## src/rtl/trig_seq_pkg.sv

```systemverilog
package trig_seq_pkg;
  localparam int CMD_W = 8;
  localparam int OP_W  = 3;
  localparam int ARG_W = CMD_W - OP_W;

  typedef enum logic [OP_W-1:0] {
    OP_NOP0     = 3'd0,
    OP_WAIT_HI  = 3'd1,
    OP_TRIG     = 3'd2,
    OP_WAIT_T0  = 3'd3,
    OP_WAIT_T1  = 3'd4,
    OP_JMP_LOOP = 3'd5,
    OP_JMP      = 3'd6,
    OP_NOP7     = 3'd7
  } op_e;

  typedef struct packed {
    op_e              op;
    logic [ARG_W-1:0] arg;
  } cmd_t;

  typedef enum logic {ST_IDLE, ST_RUN} state_e;
endpackage

```

## src/rtl/trig_seq_edge.sv

```systemverilog
module trig_seq_edge #(
  parameter int W = 16
) (
  input  logic         clk_i,
  input  logic         rst_ni,
  input  logic [W-1:0] in_i,
  output logic [W-1:0] rise_o
);
  logic [W-1:0] prev_q;

  always_ff @(posedge clk_i or negedge rst_ni) begin
    if (!rst_ni) prev_q <= '0;
    else         prev_q <= in_i;
  end

  assign rise_o = in_i & ~prev_q;
endmodule

```

## src/rtl/trig_seq_timer.sv

```systemverilog
module trig_seq_timer #(
  parameter int W = 16
) (
  input  logic         clk_i,
  input  logic         rst_ni,
  input  logic         clr_i,
  input  logic         run_i,
  input  logic [W-1:0] lim_i,
  output logic         done_o
);
  logic [W-1:0] cnt_q;

  always_ff @(posedge clk_i or negedge rst_ni) begin
    if (!rst_ni)    cnt_q <= '0;
    else if (clr_i) cnt_q <= '0;
    else if (run_i) cnt_q <= cnt_q + 1'b1;
  end

  assign done_o = run_i && (cnt_q == lim_i);
endmodule

```

## src/rtl/trig_seq_loop.sv

```systemverilog
module trig_seq_loop #(
  parameter int W = 8
) (
  input  logic         clk_i,
  input  logic         rst_ni,
  input  logic         clr_i,
  input  logic         hit_i,
  input  logic [W-1:0] lim_i,
  output logic         at_lim_o
);
  logic [W-1:0] cnt_q;

  assign at_lim_o = (cnt_q == lim_i);

  always_ff @(posedge clk_i or negedge rst_ni) begin
    if (!rst_ni)      cnt_q <= '0;
    else if (clr_i)   cnt_q <= '0;
    else if (hit_i)   cnt_q <= at_lim_o ? '0 : cnt_q + 1'b1;
  end
endmodule

```

## src/rtl/trig_seq.sv

```systemverilog
module trig_seq
  import trig_seq_pkg::*;
#(
  parameter int N_STEPS        = 16,
  parameter int STEPS_PER_WORD = 4,
  parameter int N_IN           = 16,
  parameter int N_OUT          = 32,
  parameter int TMR_W          = 16,
  parameter int LOOP_W         = 8,
  localparam int PTR_W         = $clog2(N_STEPS),
  localparam int IN_W          = $clog2(N_IN),
  localparam int Q_WORDS       = N_STEPS / STEPS_PER_WORD,
  localparam int WORD_W        = CMD_W * STEPS_PER_WORD,
  localparam int Q_BITS        = Q_WORDS * WORD_W
) (
  input  logic              clk_i,
  input  logic              rst_ni,
  input  logic              en_i,
  input  logic              start_i,
  input  logic [Q_BITS-1:0] queue_i,
  input  logic [TMR_W-1:0]  t0_lim_i,
  input  logic [TMR_W-1:0]  t1_lim_i,
  input  logic [LOOP_W-1:0] loop_lim_i,
  input  logic [N_IN-1:0]   trig_in_i,
  output logic [N_OUT-1:0]  trig_out_o,
  output logic              busy_o,
  output logic [PTR_W-1:0]  step_o
);
  localparam logic [N_OUT-1:0] OUT_ONE = N_OUT'(1);

  // unpack queue words into steps
  cmd_t steps [N_STEPS];
  for (genvar w = 0; w < Q_WORDS; w++) begin : g_word
    for (genvar s = 0; s < STEPS_PER_WORD; s++) begin : g_slot
      assign steps[w*STEPS_PER_WORD + s] = cmd_t'(queue_i[w*WORD_W + s*CMD_W +: CMD_W]);
    end
  end

  state_e           state_q;
  logic [PTR_W-1:0] ptr_q, ptr_nxt;
  logic [N_OUT-1:0] out_q, pulse;
  cmd_t             cur;
  logic             exec, adv, jmp, ptr_ld, loop_hit, loop_at_lim;
  logic [N_IN-1:0]  rise;
  logic [1:0]       tmr_run, tmr_done;
  logic [TMR_W-1:0] tmr_lim [2];

  assign cur        = steps[ptr_q];
  assign exec       = (state_q == ST_RUN) && en_i;
  assign tmr_lim[0] = t0_lim_i;
  assign tmr_lim[1] = t1_lim_i;

  trig_seq_edge #(.W(N_IN)) u_edge (
    .clk_i  (clk_i),
    .rst_ni (rst_ni),
    .in_i   (trig_in_i),
    .rise_o (rise)
  );

  for (genvar g = 0; g < 2; g++) begin : g_tmr
    assign tmr_run[g] = exec && (cur.op == ((g == 0) ? OP_WAIT_T0 : OP_WAIT_T1));
    trig_seq_timer #(.W(TMR_W)) u_tmr (
      .clk_i  (clk_i),
      .rst_ni (rst_ni),
      .clr_i  (ptr_ld || !exec),
      .run_i  (tmr_run[g]),
      .lim_i  (tmr_lim[g]),
      .done_o (tmr_done[g])
    );
  end

  trig_seq_loop #(.W(LOOP_W)) u_loop (
    .clk_i    (clk_i),
    .rst_ni   (rst_ni),
    .clr_i    (state_q == ST_IDLE),
    .hit_i    (loop_hit),
    .lim_i    (loop_lim_i),
    .at_lim_o (loop_at_lim)
  );

  always_comb begin
    adv      = 1'b0;
    jmp      = 1'b0;
    loop_hit = 1'b0;
    pulse    = '0;
    if (exec) begin
      unique case (cur.op)
        OP_WAIT_HI:  adv = rise[cur.arg[IN_W-1:0]];
        OP_TRIG: begin
          adv   = 1'b1;
          pulse = OUT_ONE << cur.arg;
        end
        OP_WAIT_T0:  adv = tmr_done[0];
        OP_WAIT_T1:  adv = tmr_done[1];
        OP_JMP_LOOP: begin
          loop_hit = 1'b1;
          if (loop_at_lim) adv = 1'b1;
          else             jmp = 1'b1;
        end
        OP_JMP:      jmp = 1'b1;
        default:     adv = 1'b1;
      endcase
    end
  end

  assign ptr_ld  = adv || jmp;
  assign ptr_nxt = jmp ? cur.arg[PTR_W-1:0] : ptr_q + 1'b1;

  always_ff @(posedge clk_i or negedge rst_ni) begin
    if (!rst_ni) begin
      state_q <= ST_IDLE;
      ptr_q   <= '0;
      out_q   <= '0;
    end else begin
      unique case (state_q)
        ST_IDLE: begin
          out_q <= '0;
          ptr_q <= '0;
          if (en_i && start_i) state_q <= ST_RUN;
        end
        ST_RUN: begin
          if (!en_i) begin
            state_q <= ST_IDLE;
            ptr_q   <= '0;
            out_q   <= '0;
          end else begin
            out_q <= pulse;
            if (ptr_ld) ptr_q <= ptr_nxt;
          end
        end
        default: state_q <= ST_IDLE;
      endcase
    end
  end

  assign trig_out_o = out_q;
  assign busy_o     = (state_q == ST_RUN);
  assign step_o     = ptr_q;
endmodule

```

## config.mk

```make
export PLATFORM = sky130hd
export DESIGN_NAME = trig_seq
export DESIGN_NICKNAME = d
export VERILOG_FILES = /design/src/rtl/trig_seq_pkg.sv /design/src/rtl/trig_seq_edge.sv /design/src/rtl/trig_seq_timer.sv /design/src/rtl/trig_seq_loop.sv /design/src/rtl/trig_seq.sv
export SDC_FILE = /design/constraint.sdc
export NUM_CORES = 1
export LEC_CHECK = 0
export ABC_CLOCK_PERIOD_IN_PS = 3700
export BUFFER_PORTS_ARGS = -buffer_cell sky130_fd_sc_hd__buf_2
export CAP_MARGIN = 5
export CORE_ASPECT_RATIO = 1.25
export CORE_MARGIN = 10
export CORE_UTILIZATION = 30
export DETAILED_ROUTE_END_ITERATION = 6
export PLACE_DENSITY = 0.54
export SLEW_MARGIN = 25
export SYNTH_ARGS = -nofsm -noshare
export SYNTH_HDL_FRONTEND = slang
export SYNTH_SLANG_ARGS = --single-unit
```

## constraint.sdc

```tcl
create_clock -name clk_i -period 3.7 [get_ports clk_i]
set_input_delay 0 -clock clk_i [delete_from_list [all_inputs] [get_ports clk_i]]
set_output_delay 0 -clock clk_i [all_outputs]
set_load 0.1 [all_outputs]
```

==> results.py, run 1 <==
metrics = {
    "global_route": {
        "grt_pass1_wl_mm": 29.81,
        "grt_max_degree": 35,
        "grt_util_all_layers": 0.1506,
        "met2_usage": 0.2679,
        "met1_usage": 0.1757,
        "grt_util_met3": 0.03364,
        "antenna_found_initial": 0,
        "grt_busiest_layer": "met2",
        "grt.overflow.total": 0,
        "first_global_vias": 5439,
    },
    "synthesis": {
        "ys_seq_area_frac": 0.4045,
        "synth_nets": 739,
        "ys_ff_latch": 93,
        "synthFlopType": "dfrtp_1",
        "synth_cell_types": 59,
        "postSynthAreaPerCell_um2": 10.52,
        "netlist_area_um2": 5753,
        "synth.top_cell.area_share": 0.4045,
        "syn_inst": 547,
        "synthArstFlopShare": 1.000,
        "yosysWarnings": 0,
        "synth_edf_count": 0,
        "synth.area.top_cells": "dfrtp_1 40%, xnor2_1 9.3%, mux2i_1 6.6%",
        "yosys.area.top_type": "dfrtp_1",
    },
    "run": {
        "maxCapViolCount": 0,
    },
    "route": {
        "drcViolationCount": 0,
        "first_iter_violations": 252,
        "wl_per_cell_um": 18.14,
        "postRouteWirelength_mm": 18.79,
        "drtPass1Iterations": 7,
        "vias": 4979,
        "viasPerCell": 4.806,
        "ant_nets": 0,
    },
    "sta": {
        "finalHoldViolations": 0,
        "setup_viol": 0,
        "fin_setup_tns_ns": 0,
        "period_share": 0.9212,
        "relSlewSlack": 0.6081,
        "clock_skew_ns": 0.008400,
        "clock.fmax_mhz": 293.4,
        "finalMaxSlewViolations": 0,
        "timing.final.crit_period_ns": 3.408,
        "rsz0062_at_grt": "no",
        "worst_pin_slew_ns": 0.5825,
    },
    "place": {
        "gp_congestion": 0.8049,
        "dp_hpwl_mm": 15.46,
        "io_buffers": 224,
    },
    "power_and_ir_drop": {
        "power_frac_seq": 0.429,
        "leakage_nw": 3.360,
        "pwr-share-comb": 0.176,
        "switching_power_mw": 0.6508,
        "powerDensity_nw_per_um2": 317.0,
        "clkPwrFrac": 0.395,
        "p_int_mw": 1.770,
        "p_total_mw": 2.421,
        "netSwitchingFraction": 0.2689,
        "peakVddDrop_uv": 174.0,
    },
    "final_layout": {
        "nFillCells": 1905,
        "area_growth_pct": 32.73,
        "drive_gt1_frac": 0.3903,
        "fin_nets": 989,
        "utilization": 0.4051,
    },
    "clock_tree": {
        "cts-htree-levels": 3,
        "clkTransAtPathRegs_ns": 0.07,
        "cts_inserted_buffers": 9,
        "insertion_delay_ns": 0.34,
        "cts.sinks": 93,
        "cts_tree": "yes",
        "root_buffer": "clkbuf_16",
        "cts_buffer_depth": 2,
    },
    "setup_path": {
        "path_max_fanout": 32,
        "worst_setup_path_end_kind": "register",
        "critical_path.startpoint_type": "register",
        "required_ns": 3.91,
        "arrival_ns": 3.62,
        "worstSetupPathType": "reg2reg",
    },
    "floorplanning": {
        "io_pins": 225,
        "die_x_um": 143.9,
        "initial_core_util": 0.3052,
        "die_area_um2": 25150,
        "core_area_um2": 18850,
        "die_h_um": 174.8,
        "placementRows": 56,
    },
    "worst_hold_path": {
        "hp-class": "in2async",
    },
    "run_status": {
        "outcome": "complete, no violations",
    },
}
-- sequential cells by signal, indices dropped and copies added, names as in the netlist --
register	count
busy_o	1
g_tmr.u_tmr.cnt_q	32
step_o	4
trig_out_o	32
u_edge.prev_q	16
u_loop.cnt_q	8
-- placed cells by master (no fill, tap or decap), drive strengths merged, types with 15 or more instances in the layout --
cell type and n:
o21ai 15, nor2b 22, nand3 17, mux4 15, nand4 23, xnor2 61, mux2i 38, dfrtp 93
nand2 36, nor2 71, dlygate4sd3 19, buf 243
-- metrics by stage --
stage | setup WS [ns] | area, µm² | std cells | hold slack (ns)
global placement | 0.2362 | 7133 | 999 | -0.02695
global route | 0.05481 | 7631 | 1034 | 0.1702
detailed placement | 0.2168 | 7133 | 999 | -0.02170
finish | 0.2917 | 7636 | 1036 | 0.1322
floorplan | 0.03191 | 5754 | 547 | -0.2956
CTS | 0.2022 | 7629 | 1034 | 0.1300
-- final timing paths --
check                                            to  cells after the start  slack [ns]                     start
max in group asynchronous                 step_o[0]                      3        2.70                    rst_ni
min                         g_tmr[1].u_tmr.cnt_q[5]                      2        0.13                    rst_ni
min reg2reg                g_tmr[0].u_tmr.cnt_q[15]                      2        0.57  g_tmr[0].u_tmr.cnt_q[15]
max reg2reg                 g_tmr[0].u_tmr.cnt_q[6]                     10        0.29                 step_o[0]
max                         g_tmr[0].u_tmr.cnt_q[6]                     10        0.29                 step_o[0]
min in group clk_i                  u_loop.cnt_q[6]                      5        0.15             loop_lim_i[1]
-- logic make-up (layout without fill, tap and decap cells) --
kind of cell,Yosys count,after routing,synth area share
other,0,2,0
adder cells (fa/ha/maj),4,4,0.008700
AND/OR/NAND/NOR,222,222,0.2092
AO/OA/AOI/OAI,65,65,0.09200
flip-flops,93,93,0.4045
XOR/XNOR,73,73,0.1111
multiplexers,58,58,0.1353
buffers and inverters,32,287,0.03915
-- worst max-delay path, cell delays in order, from the launching register on --
cell and delay, ns:
dfrtp_4 0.57, buf_12 0.24, mux4_2 0.51, a22oi_1 0.26, nand2_2 0.19, or3_1 0.40
a41o_1 0.24, o41ai_4 0.22, or2_1 0.16, buf_4 0.36, nor2_1 0.10
-- what timing repair did --
item / in CTS / in global routing
hold endpoints to repair: 48 / 0
gates resized for setup: 0 / 1
endpoints found under the setup margin: 0 / 2
hold buffers: 19 / 0
setup buffers: 0 / 0
-- cell type report --
cell class | instances | area (µm²) | share of cell area
Antenna cell | 2 | 5.005 | 0.0006554
Clock buffer | 9 | 225.2 | 0.02949
Clock inverter | 7 | 80.08 | 0.01049
Inverter | 9 | 33.78 | 0.004424
Multi-Input combinational cell | 422 | 3201 | 0.4191
Sequential cell | 93 | 2332 | 0.3054
Tap cell | 232 | 290.3 | 0.03801
Timing Repair Buffer | 262 | 1469 | 0.1924
-- synthesized netlist by cell type, types with 3 or more instances --
cell type,number
dfrtp_1,93
xnor2_1,61
nor2_1,60
mux2i_1,38
nand2_1,32
nand4_1,23
nor2b_1,22
nand3_1,15
mux4_2,14
and3_1,12
o21ai_0,12
xor2_1,12
a221oi_1,11
nor2_2,11
and2_1,10
a21oi_1,9
inv_1,8
buf_2,6
buf_6,6
nand2b_1,6
a22oi_1,5
a22oi_2,5
clkbuf_1,5
mux2_2,5
nor3_1,5
nor4_1,5
buf_8,4
ha_1,4
nand2_2,4
nand4b_1,3
o21ai_1,3
-- power groups by stage --
stage | clock [mW] | sequential [mW] | combinational [mW]
2_1_floorplan | 0 | 1.07 | 0.220
3_3_place_gp | 0 | 1.06 | 0.416
3_5_place_dp | 0 | 1.06 | 0.417
4_1_cts | 0.994 | 1.04 | 0.434
5_1_grt | 1.03 | 1.04 | 0.470
6_report | 0.956 | 1.04 | 0.426
-- layer usage --
| layer | wire length, µm | vias up |
|---|---|---|
| met5 | 0 | - |
| met4 | 269 | 0 |
| met3 | 994 | 20 |
| met2 | 9881 | 137 |
| met1 | 7649 | 2366 |
| li1 | - | 2456 |
(Power assumes the default switching activity.)
==> run 2, diff against run 1 <==
Settings changed: ABC_CLOCK_PERIOD_IN_PS 3700 to 2920, PLACE_DENSITY 0.54 to 0.56.
Clock period 3.7 ns to 2.92 ns, I/O delays scaled along.
==> run 2 against run 1 <==
The run now ends with setup timing left; clock power is 20% higher; combinational power is 54% higher; utilization is 4.2 points higher; clock-buffer cell count stayed put; via count is 4.6% higher; non-clock buffer count is 57 higher; worst hold slack better by 0.018 ns; power is 29% higher; cell count is 5.3% higher; die area stayed put; critical path type unchanged; highest routed layer unchanged.
==> results.py, run 2 (synthesis results as in run 1) <==
metrics = {
    "floorplanning": {
        "die_h_um": 174.8,
        "die_area_um2": 25150,
        "io_pins": 225,
        "die_x_um": 143.9,
        "initial_core_util": 0.3052,
        "placementRows": 56,
        "core_area_um2": 18850,
    },
    "sta": {
        "timing.final.crit_period_ns": 2.976,
        "finalMaxSlewViolations": 0,
        "relSlewSlack": 0.5406,
        "period_share": 1.019,
        "finalHoldViolations": 0,
        "clock.fmax_mhz": 336.0,
        "rsz0062_at_grt": "yes",
        "clock_skew_ns": 0.01110,
        "setup_viol": 34,
        "hold_slack_ns": 0.1499,
        "layout_setup_ws_ns": -0.05579,
        "worst_pin_slew_ns": 0.6891,
    },
    "power_and_ir_drop": {
        "peakVddDrop_uv": 267.1,
        "powerDensity_nw_per_um2": 370.1,
        "p_total_mw": 3.117,
        "leakage_nw": 3.715,
    },
    "route": {
        "wl_per_cell_um": 17.85,
        "drcViolationCount": 0,
        "ant_nets": 0,
        "postRouteWirelength_mm": 19.47,
        "drtPass1Iterations": 5,
        "first_iter_violations": 221,
        "vias": 5206,
        "viasPerCell": 4.772,
    },
    "clock_tree": {
        "clkTransAtPathRegs_ns": 0.07,
        "root_buffer": "clkbuf_16",
        "cts_inserted_buffers": 9,
        "cts-htree-levels": 3,
        "insertion_delay_ns": 0.35,
        "cts_tree": "yes",
        "cts_buffer_depth": 2,
        "cts.sinks": 93,
    },
    "worst_hold_path": {
        "hp-class": "in2reg",
        "hp-start": "loop_lim_i[1]",
    },
    "run_status": {
        "outcome": "finished, violations left",
        "violations": "setup timing",
    },
    "final_layout": {
        "n_antenna_cell": 0,
        "fin_nets": 1046,
        "layout_common_cells": "223 x buf_2, 89 x dfrtp_1, 66 x buf_4, 61 x xnor2_1, 45 x nor2_1",
        "area_growth_pct": 46.41,
        "layout_commonest_cell": "buf_2",
        "drive_gt1_frac": 0.4878,
    },
    "setup_path": {
        "worstSetupPathType": "reg2reg",
        "reg2reg_from": "step_o[0]",
        "critPathBufInv": 2,
        "path_cells": "buf_12, mux4_2, a22oi_2, nand2_2, or3_4, a41o_1, o41ai_4, buf_4, o21ai_1, a32o_1",
        "max_stage_delay_ns": 0.55,
        "critical_path.startpoint_type": "register",
        "required_ns": 3.16,
        "r2r_slack_ns": -0.06,
        "worst_setup_path_end_kind": "register",
        "cp-startpoint": "step_o[0]",
        "crit_slowest_cell": "mux4_2",
        "arrival_ns": 3.21,
        "cpLargestDelayFamily": "compound AO/OA/AOI/OAI gates",
        "path_max_fanout": 10,
    },
    "global_route": {
        "grt_util_all_layers": 0.1487,
        "grt_max_degree": 75,
        "antenna_found_initial": 0,
        "grt.overflow.total": 0,
        "first_global_vias": 5520,
        "grt_pass1_wl_mm": 29.38,
    },
    "place": {
        "pre_cts_ws_ns": -0.1502,
        "io_buffers": 224,
        "dp_hpwl_mm": 15.12,
        "gp_congestion": 0.8090,
    },
    "run": {
        "maxCapViolCount": 0,
    },
}
[run 2: layout make-up]
class | instances | area, µm²
multi-input combinational | 422 | 3473
tap | 232 | 290.3
clock inverter | 7 | 62.56
sequential | 93 | 2337
timing repair buffer | 319 | 2001
fill | 1848 | 10430
inverter | 9 | 33.78
clock buffer | 9 | 225.2
[run 2: what timing repair did]
item	CTS	global route
setup endpoints to repair	38	70
pin swaps	3	12
cloned	0	3
hold buffers	19	0
resized for setup	10	58
endpoints found under the hold margin	90	0
setup buffers	2	7
[run 2: through the flow]
step	cells	setup TNS [ns]	instance area, µm²	util
2_1_floorplan	547	-12.33	5788	-
3_3_place_gp	1044	-2.796	7552	0.4007
3_5_place_dp	1044	-3.693	7552	0.4007
4_1_cts	1081	-2.373	8084	0.4289
5_1_grt	1091	-5.835	8423	0.4469
6_report	1091	-1.022	8423	0.4469
[run 2: worst paths after layout]
kind / endpoint / cells after the start
hold reg to reg: u_loop.cnt_q[5] / 1
setup reg to reg: step_o[2] / 10
min in group asynchronous: u_edge.prev_q[10] / 2
setup / recovery: step_o[2] / 10
max in group asynchronous: g_tmr[1].u_tmr.cnt_q[8] / 3
hold / removal: u_loop.cnt_q[3] / 5
[run 2: worst register-to-register path: stages (launching register included)]
cell     delay, ns
dfrtp_4       0.48
buf_12        0.16
mux4_2        0.55
a22oi_2       0.21
nand2_2       0.10
or3_4         0.38
a41o_1        0.24
o41ai_4       0.23
buf_4         0.20
o21ai_1       0.06
a32o_1        0.25
[run 2: routing by layer]
metal	global-route usage	wire length, µm	share of wire
met3	0.03635	916	0.047
met1	0.1651	7768	0.40
met4	0.04263	311	0.016
met2	0.2710	10480	0.54
met5	0	0	0
[run 2: report_power, final]
part           switching, mW  internal (mW)  total [mW]
logic                  0.316          0.339       0.655
registers            0.00962           1.30        1.31
clock network          0.551          0.599        1.15
total                  0.877           2.24        3.12
